--- config.mk ---
export PLATFORM = sky130hd
export DESIGN_NAME = refresh_clk_sel
export DESIGN_NICKNAME = d
export VERILOG_FILES = /design/src/rtl/refclk_pkg.sv /design/src/rtl/refclk_int_osc.sv /design/src/rtl/refclk_sync.sv /design/src/rtl/refclk_edge_det.sv /design/src/rtl/refresh_clk_sel.sv
export SDC_FILE = /design/constraint.sdc
export NUM_CORES = 1
export LEC_CHECK = 0
export BUFFER_PORTS_ARGS = -buffer_cell sky130_fd_sc_hd__clkbuf_2
export CAP_MARGIN = 0
export CORE_ASPECT_RATIO = 0.9
export CORE_UTILIZATION = 35
export CTS_BUF_LIST = sky130_fd_sc_hd__clkbuf_2 sky130_fd_sc_hd__clkbuf_4 sky130_fd_sc_hd__clkbuf_8
export CTS_CLUSTER_SIZE = 25
export DETAILED_ROUTE_END_ITERATION = 8
export HOLD_SLACK_MARGIN = 0.15
export MAX_ROUTING_LAYER = met4
export PLACE_DENSITY = 0.5
export SETUP_SLACK_MARGIN = 0.02
export SYNTH_ARGS = -nofsm -noshare
export SYNTH_HDL_FRONTEND = slang
export SYNTH_SLANG_ARGS = --single-unit
--- constraint.sdc ---
create_clock -name clk -period 2.9 [get_ports clk]
set_clock_uncertainty 0.05 [all_clocks]
set_input_delay 0.29 -clock clk [delete_from_list [all_inputs] [get_ports clk]]
set_output_delay 0.29 -clock clk [all_outputs]
set_load 0.1 [all_outputs]
--- src/rtl/refclk_pkg.sv ---
package refclk_pkg;

    typedef enum logic {
        SRC_INTERNAL = 1'b0,
        SRC_EXTERNAL = 1'b1
    } clk_src_e;

    localparam int NUM_SRC = 2;

    typedef struct packed {
        logic rise;
        logic fall;
    } edge_pulse_t;

    // Half period of the internal oscillator in system cycles, at least 2.
    function automatic int half_div(input int sys_hz, input int osc_hz);
        int h;
        h = sys_hz / (2 * osc_hz);
        return (h < 2) ? 2 : h;
    endfunction

    function automatic edge_pulse_t detect(input logic now_lvl, input logic old_lvl);
        edge_pulse_t e;
        e.rise = now_lvl & ~old_lvl;
        e.fall = ~now_lvl & old_lvl;
        return e;
    endfunction

endpackage

--- src/rtl/refclk_int_osc.sv ---
module refclk_int_osc #(
    parameter int HALF_DIV = 1190
) (
    input  logic clk,
    input  logic rst,
    output logic lvl_o
);
    localparam int CNT_W = (HALF_DIV > 2) ? $clog2(HALF_DIV) : 1;
    localparam logic [CNT_W-1:0] LAST = CNT_W'(HALF_DIV - 1);

    logic [CNT_W-1:0] cnt_q;

    always_ff @(posedge clk) begin
        if (rst) begin
            cnt_q <= '0;
            lvl_o <= 1'b0;
        end else if (cnt_q == LAST) begin
            cnt_q <= '0;
            lvl_o <= ~lvl_o;
        end else begin
            cnt_q <= cnt_q + 1'b1;
        end
    end
endmodule

--- src/rtl/refclk_sync.sv ---
module refclk_sync #(
    parameter int STAGES = 2
) (
    input  logic clk,
    input  logic rst,
    input  logic d_i,
    output logic q_o
);
    logic [STAGES-1:0] chain_q;

    genvar s;
    generate
        for (s = 0; s < STAGES; s++) begin : g_stage
            if (s == 0) begin : g_first
                always_ff @(posedge clk) begin
                    if (rst) chain_q[0] <= 1'b0;
                    else     chain_q[0] <= d_i;
                end
            end else begin : g_next
                always_ff @(posedge clk) begin
                    if (rst) chain_q[s] <= 1'b0;
                    else     chain_q[s] <= chain_q[s-1];
                end
            end
        end
    endgenerate

    assign q_o = chain_q[STAGES-1];
endmodule

--- src/rtl/refclk_edge_det.sv ---
module refclk_edge_det
    import refclk_pkg::*;
(
    input  logic        clk,
    input  logic        rst,
    input  logic        lvl_i,
    output edge_pulse_t edge_o
);
    logic prev_q;

    always_ff @(posedge clk) begin
        if (rst) prev_q <= 1'b0;
        else     prev_q <= lvl_i;
    end

    assign edge_o = detect(lvl_i, prev_q);
endmodule

--- src/rtl/refresh_clk_sel.sv ---
module refresh_clk_sel
    import refclk_pkg::*;
#(
    parameter int SYS_CLK_HZ  = 50_000_000,
    parameter int OSC_HZ      = 21_000,
    parameter int SYNC_STAGES = 2
) (
    input  logic clk,
    input  logic rst,
    input  logic ext_mode,
    input  logic drive_en,
    input  logic osc_pin_in,
    output logic osc_pin_out,
    output logic osc_pin_oe,
    output logic refresh_stb,
    output logic switch_open_stb
);
    localparam int HALF_DIV = half_div(SYS_CLK_HZ, OSC_HZ);

    clk_src_e             mode_q;
    logic                 int_lvl;
    logic                 ext_lvl;
    logic [NUM_SRC-1:0]   src_lvl;
    edge_pulse_t          src_edge [NUM_SRC];
    edge_pulse_t          sel_edge;

    refclk_int_osc #(.HALF_DIV(HALF_DIV)) u_osc (
        .clk   (clk),
        .rst   (rst),
        .lvl_o (int_lvl)
    );

    refclk_sync #(.STAGES(SYNC_STAGES)) u_sync (
        .clk (clk),
        .rst (rst),
        .d_i (osc_pin_in),
        .q_o (ext_lvl)
    );

    assign src_lvl[SRC_INTERNAL] = int_lvl;
    assign src_lvl[SRC_EXTERNAL] = ext_lvl;

    // One detector per source, always running; the mode picks among pulses.
    genvar g;
    generate
        for (g = 0; g < NUM_SRC; g++) begin : g_det
            refclk_edge_det u_det (
                .clk    (clk),
                .rst    (rst),
                .lvl_i  (src_lvl[g]),
                .edge_o (src_edge[g])
            );
        end
    endgenerate

    assign sel_edge = src_edge[mode_q];

    always_ff @(posedge clk) begin
        if (rst) begin
            mode_q          <= SRC_INTERNAL;
            osc_pin_oe      <= 1'b0;
            refresh_stb     <= 1'b0;
            switch_open_stb <= 1'b0;
        end else begin
            mode_q          <= ext_mode ? SRC_EXTERNAL : SRC_INTERNAL;
            osc_pin_oe      <= drive_en & ~ext_mode;
            refresh_stb     <= sel_edge.fall;
            switch_open_stb <= sel_edge.rise;
        end
    end

    assign osc_pin_out = int_lvl;
endmodule

==> out/results.ini, run 1 <==
[sta]
slew_headroom_pct=60.2
hold_viol_final=0
fin_worst_hold_slack_ns=0.166
fmax_mhz=563
fin_crit_sh_pct=61.3
setup_viol=0
tightest_slew_ns=0.590
rsz0062_at_grt=no
slew_viol_final=0
totalNegativeSetupSlack_ns=0
period_minus_slack_ns=1.78

[global_routing]
gr-usage-met2_pct=15.7
first_global_vias=472
met1_usage_pct=18.5
grt_first_pass_wirelength_um=2170
grt_max_degree=13
antenna_found_initial=0
use_met3_pct=2.91
top_usage_layer=met1
grt_use_total_pct=12.6
grt-ovfl-total=0

[logic_synthesis]
synth_edf_count=0
synth-seq-area-share_pct=50.1
synth.avg_cell_area_um2=10.1
synthTopCellsByArea=dfxtp_1 50%, nor2b_1 3.9%, a21oi_1 3.8%, nand3_1 3.8%, nor2_1 3.3%
async_flop_share_pct=0
synth_cells=79
yosys_warnings=0
synth_top_cell_area_share_pct=50.1
syn_nets=86
synth_common_cells=20 x dfxtp_1, 7 x nor2_1, 6 x a21oi_1, 6 x nand3_1, 5 x nor2b_1
yosys.area.top_type=dfxtp_1
synth.most_common_cell=dfxtp_1
syn_area_um2=800
synth_cell_types=29
synth-main-ff-cell=dfxtp_1
synth-seq-cells=20

[placed_design]
routabilityCongestion=0.697
dp_hpwl_um=959
placed_area_um2=876
io_buffers=8

[setup_path]
worstRegToRegCells=5
arrival_ns=1.92
cp_max_fo=6
end_kind=register
r2r-start=u_osc.cnt_q[0]
rr_endpoint=u_osc.cnt_q[7]
cp-start-kind=register
required_ns=3.04
crit_type=register to register
regToRegSetupSlack_ns=1.12

[cells_and_area]
fin_nets=101
utilization_pct=43.9
fill_cells=217
antennaDiodeCount=0
syn_to_final_growth_pct=18.6
fin_area_um2=948
drive_gt1_share_pct=23.7

[die]
die_width_um=52.4
fp-row-count=16
initial_core_util_pct=37.0
dieArea_um2=2480
ioPinCount=9
core_um2=2160
die_h_um=47.3

[route]
via_per_inst=4.82
routed_wirelength_um=1340
drt-initial-drc-count=15
drt_pass1_iterations=4
drc=0
wire_per_inst_um=11.2
ant_nets=0
vias=578

[hold_path]
hold_end=osc_pin_oe
min_from=drive_en
hp-class=primary input to register
worstHoldPathCells=2

[outcome]
outcome=complete, no violations

[cts]
cts_tree=done
post_cts.repair.setup_buffers=0
clkTransAtPathRegs_ns=0.12
cts_max_path_buffers=2
numCtsBuffers=3
cts.htree.levels=1
clock-root-buffer=clkbuf_4
cts.sinks=20
insertion_delay_ns=0.30

[run]
cap_violations=0

[pwr]
p_leak_uw=0.000350
powerDensity_nw_per_um2=575
ir_drop_mv=0.374

## layout make-up
cell class / count / area (um2) / share of cell area, %
clock buffers: 3 / 22.5 / 2.37
multi-input cells: 54 / 379 / 40.0
clock inverters: 1 / 30.0 / 3.17
well taps: 27 / 33.8 / 3.56
repair buffers: 11 / 67.6 / 7.12
inverters: 4 / 15.0 / 1.58
flip-flops and latches: 20 / 400 / 42.2
## routing by layer
layer | wire [um] | part of all wire, % | vias to the layer above
met5 | 0 | 0 | -
met4 | 15 | 1.1 | 0
met3 | 54 | 4.0 | 2
met2 | 550 | 41 | 6
met1 | 722 | 54 | 256
li1 | - | - | 314
## cell usage in the layout (no fill, tap or decap), types with 3 or more instances in the layout
cell type  Yosys  final
a21oi_1        6      6
or3_2          3      3
dfxtp_1       20     20
o21ai_0        4      4
clkbuf_2       0      8
inv_1          4      4
nor2_1         7      7
nand3_1        6      6
nor2b_1        5      5
clkbuf_4       0      3
## critical path, stage by stage (launching register included)
cell and delay, ns:
dfxtp_1 0.43, ha_1 0.17, nand4bb_1 0.14, o41ai_2 0.58
buf_4 0.25, a21oi_1 0.05
## cell families (layout without fill, tap and decap cells)
family	count (synthesis)	after routing	synth area share (%)
AND/OR/NAND/NOR	33	33	27.1
flip-flops	20	20	50.1
AO/OA/AOI/OAI	15	15	12.5
buffers and inverters	5	19	2.50
XOR/XNOR	3	3	3.29
adder cells (fa/ha/maj)	2	2	3.13
multiplexers	1	1	1.41
## timing repair
action                     CTS  global route
hold endpoints to repair     2             0
setup endpoints to repair    0             0
hold buffers                 2             0
resized for setup            0             0
## state kept, by name, summed over array words and instances (netlist names)
name and flops:
switch_open_stb 1, refresh_stb 1, u_osc.cnt_q 11, osc_pin_oe 1, u_sync.q_o 1, u_sync.chain_q 1
u_osc.lvl_o 1, mode_q 1, g_det.u_det.prev_q 2
## stage by stage
stage | setup WS (ns) | power [uW] | std cells
after detailed placement | 1.12 | 322 | 114
final | 1.12 | 545 | 120
after CTS | 1.10 | 551 | 120
after global placement | 1.16 | 322 | 114
after floorplan | 1.41 | 312 | 79
after global routing | 0.932 | 567 | 120
## how the worst max path moves through the flow
stage	start	endpoint	slack (ns)
6_report	u_osc.cnt_q[0]	u_osc.cnt_q[7]	1.12
5_1_grt	u_osc.cnt_q[0]	u_osc.cnt_q[2]	0.93
4_1_cts	u_osc.cnt_q[0]	u_osc.cnt_q[2]	1.10
3_5_place_dp	u_osc.cnt_q[0]	u_osc.cnt_q[2]	1.12
3_3_place_gp	u_osc.cnt_q[0]	u_osc.cnt_q[2]	1.16
2_1_floorplan	u_osc.lvl_o	u_osc.lvl_o	1.41
## power breakdown
part,switching (uW),internal (uW)
clock,88.1,140
combinational,17.5,11.8
sequential,6.68,281
total,112,433
Power figures use the tool's default switching activity.
==> run 2, diff against run 1 <==
--- a/config.mk
+++ b/config.mk
@@ -14,7 +14,7 @@
 export DETAILED_ROUTE_END_ITERATION = 8
 export HOLD_SLACK_MARGIN = 0.15
 export MAX_ROUTING_LAYER = met4
-export PLACE_DENSITY = 0.5
+export PLACE_DENSITY = 0.52
 export SETUP_SLACK_MARGIN = 0.02
 export SYNTH_ARGS = -nofsm -noshare
 export SYNTH_HDL_FRONTEND = slang
==> constraint.sdc (replaced) <==
create_clock -name clk -period 1.5 [get_ports clk]
set_clock_uncertainty 0.05 [all_clocks]
set_input_delay 0.15 -clock clk [delete_from_list [all_inputs] [get_ports clk]]
set_output_delay 0.15 -clock clk [all_outputs]
set_load 0.1 [all_outputs]
==> run 2 against run 1 <==
Wire length grew 20%; via count grew 11%; non-clock buffer count grew 9; sequential power grew 93%; combinational power grew to 3.1 times the previous value; count of clock-buffer cells in the layout is the same.
==> out/results.ini, run 2 (same netlist as run 1, synthesis figures left out) <==
[outcome]
outcome=complete, no violations

[placed_design]
pre_cts_ws_ns=0.0298
io_buffers=8
dp_hpwl_um=1020
routabilityCongestion=0.723

[cells_and_area]
regMostFlops=u_osc.cnt_q
antennaDiodeCount=0
utilization_pct=50.2
final_common_cell=dfxtp_1
most-common-layout-cells=13 x dfxtp_1, 8 x clkbuf_2, 7 x nor2_1, 7 x buf_4
largest_register_ff_count=11
drive_gt1_share_pct=39.2
syn_to_final_growth_pct=35.7
fin_nets=110
top_regs=u_osc.cnt_q x11, g_det.u_det.prev_q x2

[pwr]
powerDensity_nw_per_um2=1010
total_power_uw=1090
power.share.clock_pct=40.8
p_comb_share_pct=8.3
p_switching_uw=233
power_frac_seq_pct=50.9
switching_share_pct=21.3
p_leak_uw=0.000400
intPower_uw=859
ir_drop_mv=0.854

[sta]
fmax_mhz=683
fin_crit_sh_pct=97.6
slew_headroom_pct=64.2
setup_viol=0
rsz0062_at_grt=yes
setup_ws_ns=0.0365
period_minus_slack_ns=1.46
slew_viol_final=0
hold_viol_final=0
tightest_slew_ns=0.540

[setup_path]
end_kind=register
required_ns=1.65
slowest_stage=dfxtp_2
cpPeakStageDelay_ns=0.35
crit_type=register to register
path_cells=inv_2 > ha_4 > nand4bb_4 > nor4_4 > mux2_4
cp_max_fo=3
arrival_ns=1.62
cp-start-kind=register
crit_buf_inv=1
cp_top_family=simple AND/OR/NAND/NOR gates

[global_routing]
first_global_vias=512
gr-usage-met2_pct=19.0
grt-ovfl-total=0
top_usage_layer=met1
grt_first_pass_wirelength_um=2480
antenna_found_initial=0
grt_use_total_pct=15.5
use_met3_pct=6.80
met1_usage_pct=20.8
grt_max_degree=13

[route]
ant_nets=0
via_per_inst=4.95
wire_per_inst_um=12.5
drt-initial-drc-count=1
vias=639
routed_wirelength_um=1610
drt_pass1_iterations=2
drc=0

[cts]
cts_tree=done
cts_max_path_buffers=2
clkTransAtPathRegs_ns=0.12
post_cts.repair.setup_buffers=0
cts.sinks=20
numCtsBuffers=3
cts.htree.levels=1
insertion_delay_ns=0.31
clock-root-buffer=clkbuf_4

[hold_path]
hp-class=register to register

[run]
cap_violations=0

[die]
die_width_um=52.4
initial_core_util_pct=37.0
core_um2=2160
die_h_um=47.3
fp-row-count=16
ioPinCount=9
dieArea_um2=2480

## run 2: worst paths after layout
| check | start | endpoint | slack (ns) | cells after the start |
|---|---|---|---|---|
| hold / removal | u_sync.chain_q[0] | u_sync.q_o | 0.40 | 1 |
| hold reg to reg | u_sync.chain_q[0] | u_sync.q_o | 0.40 | 1 |
| setup / recovery | u_osc.cnt_q[1] | u_osc.lvl_o | 0.04 | 5 |
| setup reg to reg | u_osc.cnt_q[1] | u_osc.lvl_o | 0.04 | 5 |
## run 2: timing repair
action | 4_1_cts | 5_1_grt
gates resized for setup | 3 | 12
pin swaps | 0 | 1
gates cloned | 0 | 0
hold buffers | 5 | 0
setup endpoints to repair | 2 | 12
endpoints found under the hold margin | 7 | 0
## run 2: layout make-up
type                       count  area, um2
clock inverter                 1       30.0
clock buffer                   3       22.5
timing repair buffer          20        143
sequential                    20        412
tap                           27       33.8
fill                         208       1080
inverter                       4       15.0
multi-input combinational     54        429
## run 2: power groups by stage
stage | logic [uW] | clock network [uW] | registers, uW
floorplan | 26.1 | 0 | 577
global placement | 70.0 | 0 | 565
detailed placement | 70.0 | 0 | 565
CTS | 80.1 | 452 | 554
global route | 101 | 479 | 559
finish | 90.5 | 445 | 556
## run 2: metrics by stage
stage | hold WS, ns | std cells | instance area [um2] | setup TNS, ns
6_report | 0.405 | 129 | 1080 | 0
5_1_grt | 0.430 | 129 | 1080 | -0.160
4_1_cts | 0.409 | 129 | 1030 | 0
3_5_place_dp | 0.284 | 120 | 922 | 0
3_3_place_gp | 0.282 | 120 | 922 | 0
2_1_floorplan | 0.169 | 79 | 801 | 0
## run 2: metal layers
layer	routed length (um)	vias to the layer above
li1	-	332
met1	809	296
met2	715	6
met3	56	5
met4	31	0
met5	0	-
## run 2: worst reg2reg max path: cells and delay by family (launching register included)
kind / cells / cell delay, ns
AND/OR/NAND/NOR: 2 / 0.43
adder cells (fa/ha/maj): 1 / 0.13
buffers and inverters: 1 / 0.06
multiplexers: 1 / 0.32
flip-flops: 1 / 0.35
==> run 3, diff against run 2 <==
--- a/config.mk
+++ b/config.mk
@@ -7,14 +7,14 @@
 export LEC_CHECK = 0
 export BUFFER_PORTS_ARGS = -buffer_cell sky130_fd_sc_hd__clkbuf_2
 export CAP_MARGIN = 0
-export CORE_ASPECT_RATIO = 0.9
-export CORE_UTILIZATION = 35
+export CORE_AREA = 2 2 39 41
 export CTS_BUF_LIST = sky130_fd_sc_hd__clkbuf_2 sky130_fd_sc_hd__clkbuf_4 sky130_fd_sc_hd__clkbuf_8
 export CTS_CLUSTER_SIZE = 25
 export DETAILED_ROUTE_END_ITERATION = 8
+export DIE_AREA = 0 0 41 43
 export HOLD_SLACK_MARGIN = 0.15
 export MAX_ROUTING_LAYER = met4
-export PLACE_DENSITY = 0.52
+export PLACE_DENSITY = 0.8
 export SETUP_SLACK_MARGIN = 0.02
 export SYNTH_ARGS = -nofsm -noshare
 export SYNTH_HDL_FRONTEND = slang
==> constraint.sdc (replaced) <==
create_clock -name clk -period 1.8 [get_ports clk]
set_clock_uncertainty 0.05 [all_clocks]
set_input_delay 0.18 -clock clk [delete_from_list [all_inputs] [get_ports clk]]
set_output_delay 0.18 -clock clk [all_outputs]
set_load 0.1 [all_outputs]
==> run 3 against run 2 <==
Critical path depth fell by 1; final area fell by 14%; combinational power fell by 43%; wire length fell by 16%; die area fell by 29%; via count fell by 3.4%; utilization rose by 17 points; clock power fell by 54%; global-route usage rose by 4.3 points; maximum frequency fell by 6.8%; sequential power fell by 16%; non-clock buffer count fell by 6; critical endpoint is now u_osc.cnt_q[10].
==> out/results.ini, run 3 (same netlist as run 1, synthesis figures left out) <==
[pwr]
p_switching_uw=165
p_leak_uw=0.000352
p_comb_share_pct=7.2
intPower_uw=554
power.share.clock_pct=28.3
switching_share_pct=23.0
total_power_uw=719
power_frac_seq_pct=64.6
powerDensity_nw_per_um2=770
ir_drop_mv=0.515

[setup_path]
crit_type=register to register
end_kind=register
path_cells=ha_1 > inv_1 > or4_1 > a21oi_1
cp_max_fo=6
required_ns=1.99
rr_endpoint=u_osc.cnt_q[10]
cpPeakStageDelay_ns=0.52
worstRegToRegCells=4
slowest_stage=or4_1
arrival_ns=1.76
cp-start-kind=register
r2r-start=u_osc.cnt_q[0]
regToRegSetupSlack_ns=0.23

[sta]
hold_viol_final=0
fin_crit_sh_pct=87.3
fmax_mhz=637
slew_headroom_pct=64.1
period_minus_slack_ns=1.57
slew_viol_final=0
fin_worst_hold_slack_ns=0.410
tightest_slew_ns=0.540
rsz0062_at_grt=no
totalNegativeSetupSlack_ns=0
setup_viol=0

[cts]
post_cts.repair.setup_buffers=0
numCtsBuffers=3
ctsHoldBuffers=5
cts.sinks=20
clkTransAtPathRegs_ns=0.10
post_cts_resized=0
clock-root-buffer=clkbuf_4
insertion_delay_ns=0.30
cts_max_path_buffers=2
cts_tree=done
cts.htree.levels=1

[placed_design]
dp_hpwl_um=983
placed_area_um2=862
routabilityCongestion=0.759
io_buffers=8

[outcome]
outcome=complete, no violations

[route]
ant_nets=0
wire_per_inst_um=12.2
via_per_inst=5.56
drt-initial-drc-count=7
drt_pass1_iterations=4
drc=0
vias=617
routed_wirelength_um=1360

[cells_and_area]
top_regs=u_osc.cnt_q x11, g_det.u_det.prev_q x2
fin_nets=104
most-common-layout-cells=20 x dfxtp_1, 8 x clkbuf_2, 7 x nor2_1, 6 x a21oi_1, 6 x nand3_1
syn_to_final_growth_pct=16.9
fill_cells=112
largest_register_ff_count=11
utilization_pct=67.5
regMostFlops=u_osc.cnt_q
fin_area_um2=935
antennaDiodeCount=0
final_common_cell=dfxtp_1
drive_gt1_share_pct=22.1

[die]
die_h_um=43
ioPinCount=9
initial_core_util_pct=57.8
die_width_um=41
dieArea_um2=1760
fp-row-count=14
core_um2=1380

[hold_path]
min_from=u_sync.chain_q[0]
hold_end=u_sync.q_o
worstHoldPathCells=1
hp-class=register to register

[global_routing]
grt_max_degree=12
grt_first_pass_wirelength_um=2280
grt_use_total_pct=19.9
antenna_found_initial=0
grt-ovfl-total=0
first_global_vias=542

[run]
cap_violations=0

run 3: power groups by stage:
stage                     combinational (uW)  clock [uW]  sequential (uW)
after floorplan                         21.7           0              481
after global placement                  42.9           0              474
after detailed placement                44.4           0              475
after CTS                               52.2         210              464
after global routing                    57.3         222              467
final                                   51.6         203              465
run 3: cell type report:
class | instances | area (um2) | area share (%)
flip-flops and latches | 20 | 400 | 42.8
multi-input cells | 54 | 379 | 40.6
repair buffers | 14 | 97.6 | 10.4
clock buffers | 3 | 22.5 | 2.41
well taps | 16 | 20.0 | 2.14
inverters | 4 | 15.0 | 1.61
run 3: worst max path at each step:
stage,startpoint,endpoint
floorplan,u_osc.lvl_o,u_osc.lvl_o
global placement,u_osc.cnt_q[0],u_osc.lvl_o
detailed placement,u_osc.cnt_q[0],u_osc.cnt_q[10]
CTS,u_osc.cnt_q[0],u_osc.lvl_o
global route,u_osc.cnt_q[0],u_osc.lvl_o
finish,u_osc.cnt_q[0],u_osc.cnt_q[10]
run 3: worst max-delay path: cells and delay by family (launching register included):
kind / cells / cell delay [ns]
DFF: 1 / 0.43
AOI/OAI and AO/OA: 1 / 0.15
adders and majority gates: 1 / 0.27
and+or+nand+nor: 1 / 0.52
buffers and inverters: 1 / 0.10
run 3: stage by stage:
step                std cells  setup slack, ns
floorplan                  79            0.312
global placement          103            0.319
detailed placement        103            0.269
CTS                       111            0.232
global route              111            0.125
finish                    111            0.229
run 3: per-layer routing:
metal  up-vias  global-route usage, %  wire length (um)
li1        318                      -                 -
met1       285                   26.6               666
met2         9                   25.3               612
met3         5                   4.71                43
met4         0                   14.0                36
met5         -                      -                 0
